File: config.mk
export PLATFORM = sky130hd
export DESIGN_NAME = latched_xcvr
export DESIGN_NICKNAME = d
export VERILOG_FILES = /design/src/rtl/xcvr_pkg.sv /design/src/rtl/xcvr_store.sv /design/src/rtl/xcvr_drive.sv /design/src/rtl/xcvr_dir.sv /design/src/rtl/latched_xcvr.sv
export SDC_FILE = /design/constraint.sdc
export NUM_CORES = 1
export LEC_CHECK = 0
export ABC_AREA = 1
export CORE_UTILIZATION = 45
export CTS_CLUSTER_DIAMETER = 120
export DETAILED_ROUTE_END_ITERATION = 10
export DONT_BUFFER_PORTS = 1
export PLACE_DENSITY = 0.59
export SKIP_CTS_REPAIR_TIMING = 1
export SLEW_MARGIN = 20
export SYNTH_ARGS = -nofsm -noshare
export SYNTH_HDL_FRONTEND = slang
export SYNTH_SLANG_ARGS = --single-unit
File: constraint.sdc
create_clock -name clk -period 0.94 [get_ports clk]
set_clock_uncertainty 0.1 [all_clocks]
set_input_delay 0.094 -clock clk [delete_from_list [all_inputs] [get_ports clk]]
set_output_delay 0.094 -clock clk [all_outputs]
set_load 0.1 [all_outputs]
File: src/rtl/xcvr_pkg.sv
package xcvr_pkg;

   localparam int XCVR_DIRS  = 2;
   localparam int XCVR_AB    = 0;
   localparam int XCVR_BA    = 1;

   // Active-low control triple of one direction
   typedef struct packed {
      logic ce_n;
      logic le_n;
      logic oe_n;
   } dir_ctrl_t;

endpackage

File: src/rtl/xcvr_store.sv
module xcvr_store #(
   parameter int WIDTH  = 8,
   parameter bit BYPASS = 1'b0
) (
   input  logic             clk,
   input  logic             rst,
   input  logic [WIDTH-1:0] din,
   input  logic             ce_n,
   input  logic             le_n,
   output logic [WIDTH-1:0] view
);

   logic [WIDTH-1:0] q;
   logic             open_now;

   assign open_now = ~ce_n & ~le_n;

   always_ff @(posedge clk) begin
      if (rst)
         q <= '0;
      else if (open_now)
         q <= din;
   end

   generate
      if (BYPASS) begin : g_flow
         assign view = open_now ? din : q;
      end else begin : g_reg
         assign view = q;
      end
   endgenerate

   // a reset cycle leaves the bank cleared
   assert_reset_clear_R1: assert property (@(posedge clk)
      rst |=> (q == '0));

   // an open latch takes the source value
   assert_capture_R2: assert property (@(posedge clk) disable iff (rst)
      (!ce_n && !le_n) |=> (q == $past(din)));

   // latch enable high keeps the value
   assert_store_R3: assert property (@(posedge clk) disable iff (rst)
      le_n |=> $stable(q));

   // chip enable high keeps the value
   assert_hold_ce_R4: assert property (@(posedge clk) disable iff (rst)
      ce_n |=> $stable(q));

endmodule

File: src/rtl/xcvr_drive.sv
module xcvr_drive #(
   parameter int WIDTH = 8
) (
   input  logic             rst,
   input  logic             ce_n,
   input  logic             oe_n,
   input  logic [WIDTH-1:0] view,
   output logic [WIDTH-1:0] dout,
   output logic [WIDTH-1:0] oe
);

   logic drive_on;

   assign drive_on = ~rst & ~ce_n & ~oe_n;

   generate
      for (genvar i = 0; i < WIDTH; i++) begin : g_bit
         assign oe[i]   = drive_on;
         assign dout[i] = view[i];
      end
   endgenerate

   // the enables are all set or all clear
   always_comb begin
      assert_oe_whole_R5: assert (($countones(oe) == 0) || ($countones(oe) == WIDTH));
      if (rst)
         assert_reset_quiet_R1: assert (oe == '0);
   end

endmodule

File: src/rtl/xcvr_dir.sv
module xcvr_dir
   import xcvr_pkg::*;
#(
   parameter int WIDTH  = 8,
   parameter bit BYPASS = 1'b0
) (
   input  logic             clk,
   input  logic             rst,
   input  logic [WIDTH-1:0] src,
   input  dir_ctrl_t        ctrl,
   output logic [WIDTH-1:0] dout,
   output logic [WIDTH-1:0] oe
);

   logic [WIDTH-1:0] view;

   xcvr_store #(.WIDTH(WIDTH), .BYPASS(BYPASS)) i_store (
      .clk  (clk),
      .rst  (rst),
      .din  (src),
      .ce_n (ctrl.ce_n),
      .le_n (ctrl.le_n),
      .view (view)
   );

   xcvr_drive #(.WIDTH(WIDTH)) i_drive (
      .rst  (rst),
      .ce_n (ctrl.ce_n),
      .oe_n (ctrl.oe_n),
      .view (view),
      .dout (dout),
      .oe   (oe)
   );

   // an enabled output carries the latch contents unchanged
   always_comb begin
      if (oe[0])
         assert_pass_true_R6: assert (dout == view);
   end

endmodule

File: src/rtl/latched_xcvr.sv
module latched_xcvr
   import xcvr_pkg::*;
#(
   parameter int WIDTH  = 8,
   parameter bit BYPASS = 1'b0
) (
   input  logic             clk,
   input  logic             rst,
   input  logic [WIDTH-1:0] a_in,
   output logic [WIDTH-1:0] a_out,
   output logic [WIDTH-1:0] a_oe,
   input  logic [WIDTH-1:0] b_in,
   output logic [WIDTH-1:0] b_out,
   output logic [WIDTH-1:0] b_oe,
   input  logic             ab_ce_n,
   input  logic             ab_le_n,
   input  logic             ab_oe_n,
   input  logic             ba_ce_n,
   input  logic             ba_le_n,
   input  logic             ba_oe_n
);

   generate
      if (WIDTH < 1) begin : g_bad_width
         $error("latched_xcvr: WIDTH must be at least 1");
      end
   endgenerate

   logic [WIDTH-1:0] src_v  [XCVR_DIRS];
   logic [WIDTH-1:0] dout_v [XCVR_DIRS];
   logic [WIDTH-1:0] oe_v   [XCVR_DIRS];
   dir_ctrl_t        ctrl_v [XCVR_DIRS];

   assign src_v[XCVR_AB]  = a_in;
   assign src_v[XCVR_BA]  = b_in;
   assign ctrl_v[XCVR_AB] = '{ce_n: ab_ce_n, le_n: ab_le_n, oe_n: ab_oe_n};
   assign ctrl_v[XCVR_BA] = '{ce_n: ba_ce_n, le_n: ba_le_n, oe_n: ba_oe_n};

   generate
      for (genvar d = 0; d < XCVR_DIRS; d++) begin : g_dir
         xcvr_dir #(.WIDTH(WIDTH), .BYPASS(BYPASS)) i_dir (
            .clk  (clk),
            .rst  (rst),
            .src  (src_v[d]),
            .ctrl (ctrl_v[d]),
            .dout (dout_v[d]),
            .oe   (oe_v[d])
         );
      end
   endgenerate

   assign b_out = dout_v[XCVR_AB];
   assign b_oe  = oe_v[XCVR_AB];
   assign a_out = dout_v[XCVR_BA];
   assign a_oe  = oe_v[XCVR_BA];

   // B-to-A controls idle keeps bus A output steady
   assert_ba_isolated_R7: assert property (@(posedge clk) disable iff (rst)
      (ba_ce_n && $past(ba_ce_n) && !ba_oe_n && !$past(ba_oe_n) && !$past(rst)) |-> $stable(a_out));

endmodule

==> results by group, run 1 <==
Logic synthesis
  – Sequential share of the synthesized area: 39.7%
  – YS warnings: 0
  – Number of synthesized register bits: 16
  – Synth unique cells: 8
  – Syn_nets: 144
  – Synth Cell Area: 807 um2
  – Cells after Synth: 120
  – Avg Cell Area, Syn: 6.73 um2

Status
  – Err: [ERROR DPL-0033] detailed placement checks failed during check placement.
  – Status: aborted with a tool error
  – Exit stage: global routing (5_1_grt)

Clock tree
  – H-tree levels: 1
  – Num Clock Sinks: 16
  – CTS Root Cell: clkbuf_4
  – Clock buffer depth: 2
  – CTS Buf Count: 3

Global routing
  – Initial antenna violation count: 0
  – Largest net degree at the start of global routing: 17

STA
  – Category of the worst endpoint: output port
  – Worst EP post-GRT repair: b_out[1]

Place
  – Cell Count Post-Placement: 158
  – Gpl congestion: 0.592
  – Buffers on Ports: 0
  – Post-DP HPWL: 1.49 mm

Die
  – Initial Util: 50.6%
  – Die Height: 44.4 um
  – Std cell rows: 14
  – Num ports: 56
  – Chip width: 44.4 um
cells in the mapped netlist:
master / instances / share of area (%)
buf_6: 2 / 2.8
nor2_4: 2 / 2.8
nor2_1: 32 / 15
nor3_1: 2 / 1.2
buf_4: 17 / 16
dfxtp_1: 16 / 40
nand2_1: 32 / 15
inv_1: 17 / 7.9
through the flow:
stage | cell area (um2) | hold slack [ps] | setup WS (ps)
after CTS | 1400 | -116 | -90.0
after detailed placement | 1380 | 189 | -3.23
after global placement | 1380 | 180 | 27.0
after floorplan | 877 | 177 | -49.0
cell families after synthesis:
family,Yosys count,share of synthesized area [%]
buffers and inverters,36,26.5
and+or+nand+nor,68,33.8
DFF,16,39.7
==> run 2, diff against run 1 <==
--- a/config.mk
+++ b/config.mk
@@ -6,11 +6,11 @@
 export NUM_CORES = 1
 export LEC_CHECK = 0
 export ABC_AREA = 1
-export CORE_UTILIZATION = 45
-export CTS_CLUSTER_DIAMETER = 120
+export CORE_AREA = 2 2 63 65
 export DETAILED_ROUTE_END_ITERATION = 10
+export DIE_AREA = 0 0 65 67
 export DONT_BUFFER_PORTS = 1
-export PLACE_DENSITY = 0.59
+export PLACE_DENSITY_LB_ADDON = 0.15
 export SKIP_CTS_REPAIR_TIMING = 1
 export SLEW_MARGIN = 20
 export SYNTH_ARGS = -nofsm -noshare
==> constraint.sdc (replaced) <==
create_clock -name clk -period 1.2 [get_ports clk]
set_clock_uncertainty 0.1 [all_clocks]
set_input_delay 0.12 -clock clk [delete_from_list [all_inputs] [get_ports clk]]
set_output_delay 0.12 -clock clk [all_outputs]
set_load 0.1 [all_outputs]
==> run 2 against run 1 <==
The flow now finishes, with violations (negative hold slack). Synthesized cell count is the same. Area after synthesis is the same.
==> results by group, run 2 <==
Critical path
  – CP max stage delay: 520 ps
  – Crit path kind: input pin to primary output
  – CP startpoint kind: input pin
  – Crit path max fanout: 3
  – Cell Chain, Critical Path: nor3_4 > buf_4
  – Crit path buf inv count: 1
  – Critical Path RT: 980 ps
  – Crit path capture type: primary output
  – Crit path max-delay family: buffers and inverters
  – WP data arrival: 880 ps
  – CP max stage cell: buf_4

STA
  – Fin crit period: 1100 ps
  – F_max: 910 MHz
  – Hold slack: -30.5 ps
  – Final worst-path cycle share: 91.6%
  – Slew Limit Fails: 0
  – Slew headroom: 63.9%
  – Finish-stage setup viols: 0
  – Setup TNS: 0 ps
  – Final hold vios: 11
  – Unrepaired setup endpoints after global routing: no
  – Worst-margin pin slew: 545 ps

Pwr
  – NetSw: 0.707 mW
  – Clk pwr share: 22.4%
  – Post-route total power: 1.73 mW
  – Flop pwr share: 35.3%
  – Comb power frac: 42.4%
  – Peak VDD IR: 0.356 mV
  – Leakage: 0.646 nW
  – Int Power: 1.03 mW
  – Switching share of total power: 40.8%
  – Pwr Density: 1260 nW/um2

Global routing
  – Vias in the first global route: 650
  – Largest net degree at the start of global routing: 17
  – First-pass GRT wire length: 2.78 mm
  – GRT Util Overall: 8.31%
  – Initial antenna violation count: 0
  – Total global routing overflow: 0

Place
  – Buffers on Ports: 0 (unchanged)
  – Gpl congestion: 0.609 (+2.8%)
  – Area post-placement: 1230 um2 (-11%)

Clock tree
  – Clock-pin slew on the worst setup and hold paths: 60 ps
  – Worst skew pair latency: 240 ps
  – CTS Buf Count: 3 (unchanged)
  – H-tree levels: 1 (unchanged)
  – CTS tree: yes
  – Num Clock Sinks: 16 (unchanged)
  – Clock buffer depth: 2 (unchanged)
  – CTS Root Cell: clkbuf_8

Hold path
  – Hold Path Class: input pin to register

Logic synthesis
  – Avg Cell Area, Syn: 6.73 um2 (unchanged)
  – Number of synthesized register bits: 16 (unchanged)
  – Synth cell count leaders: nand2_1, nor2_1, buf_4, inv_1, dfxtp_1
  – Compound-cell area share of the yosys netlist: 0% (unchanged)
  – Synth Cell Area: 807 um2 (unchanged)
  – Simple-gate area share of the yosys netlist: 33.8% (unchanged)
  – Synth unique cells: 8 (unchanged)
  – Yosys top cell area share: 39.7% (unchanged)
  – Area leader, netlist: dfxtp_1
  – Syn_nets: 144 (unchanged)
  – YS warnings: 0 (unchanged)
  – Mux share of post-synthesis cell area: 0% (unchanged)
  – Area contributors post-synth: dfxtp_1, buf_4, nand2_1
  – EDFF count, synth: 0 (unchanged)
  – Cells after Synth: 120 (unchanged)
  – Sequential share of the synthesized area: 39.7% (unchanged)
  – Most common flop cell mapped by yosys: dfxtp_1
  – Fraction of registers with async set/reset: 0% (unchanged)
  – Post-synthesis adder-cell area fraction: 0% (unchanged)
  – Synth Area in XOR/XNOR: 0% (unchanged)
  – Main combinational cell family by area after synthesis: simple AND/OR/NAND/NOR gates

Final layout
  – P&R area growth vs syn: 70.2%
  – Fin nets: 165
  – N_diodes: 0
  – Share of post-route cells with drive strength above 1: 34.5%
  – Core Util, Final: 38.1%
  – Most frequent cells in the layout: nor2_1, nand2_1, buf_12
  – Fin area: 1370 um2
  – Max reg flops: 16

Detailed routing
  – Via-per-instance ratio: 3.66
  – Routed wl met2: 882 um
  – Top routing layer in use: met3
  – Post-route ant nets: 0
  – WL met3: 128 um
  – 1st-iter DRT viols: 28
  – Total detailed-routing wirelength: 1.72 mm
  – DRC viols: 0
  – Pre-antenna DRT Iters: 4
  – Via count: 685
  – Routed met1 length: 712 um
  – WL per Instance: 9.21 um

Die
  – Std cell rows: 22 (+8)
  – Chip width: 65 um (+47%)
  – DIE AREA: 4360 um2
  – Num ports: 56 (unchanged)
  – Core Area: 3610 um2
  – Initial Util: 22.4% (-28 points)
  – Die Height: 67 um (+51%)

Status
  – Violated checks: negative hold slack
  – Status: finished with violations

Job
  – Max_cap viols: 0
## run 2: final timing paths
path                                                      from                        endpoint  slack, ps  depth (start not counted)
worst max-delay path                                       rst                         b_oe[6]        100                          2
worst min-delay path                                   b_in[2]  g_dir[1].i_dir.i_store.view[2]        -30                          4
worst max register to register  g_dir[1].i_dir.i_store.view[0]  g_dir[1].i_dir.i_store.view[0]        510                          2
worst min register to register  g_dir[0].i_dir.i_store.view[7]  g_dir[0].i_dir.i_store.view[7]        400                          2
## run 2: final cells by class
cell class / count / area, um2
well taps: 48 / 60.1
flip-flops and latches: 16 / 340
multi-input cells: 68 / 295
repair buffers: 35 / 573
fillers: 376 / 2230
inverters: 17 / 63.8
clock buffers: 3 / 41.3
## run 2: per-layer routing
metal / vias up / GRT usage [%]
met1: 293 / 9.01
met5: - / 0
met4: 0 / 3.19
met3: 0 / 3.21
met2: 28 / 14.6
li1: 364 / -
## run 2: metrics by stage
step	std cells	setup slack (ps)
2_1_floorplan	120	159
3_3_place_gp	174	110
3_5_place_dp	174	98.2
4_1_cts	177	96.3
5_1_grt	187	76.7
6_report	187	101
## run 2: kinds of logic after synthesis
kind of cell | after synthesis
flip-flops | 16
AND/OR/NAND/NOR | 68
buffers and inverters | 36
## run 2: power by group through the flow
stage	logic, mW	clock network, mW	registers [mW]
after floorplan	0.286	0	0.860
final	0.734	0.388	0.611
after global placement	0.709	0	0.622
after global routing	0.764	0.441	0.615
after CTS	0.714	0.415	0.612
after detailed placement	0.713	0	0.623
(Power assumes the default switching activity.)
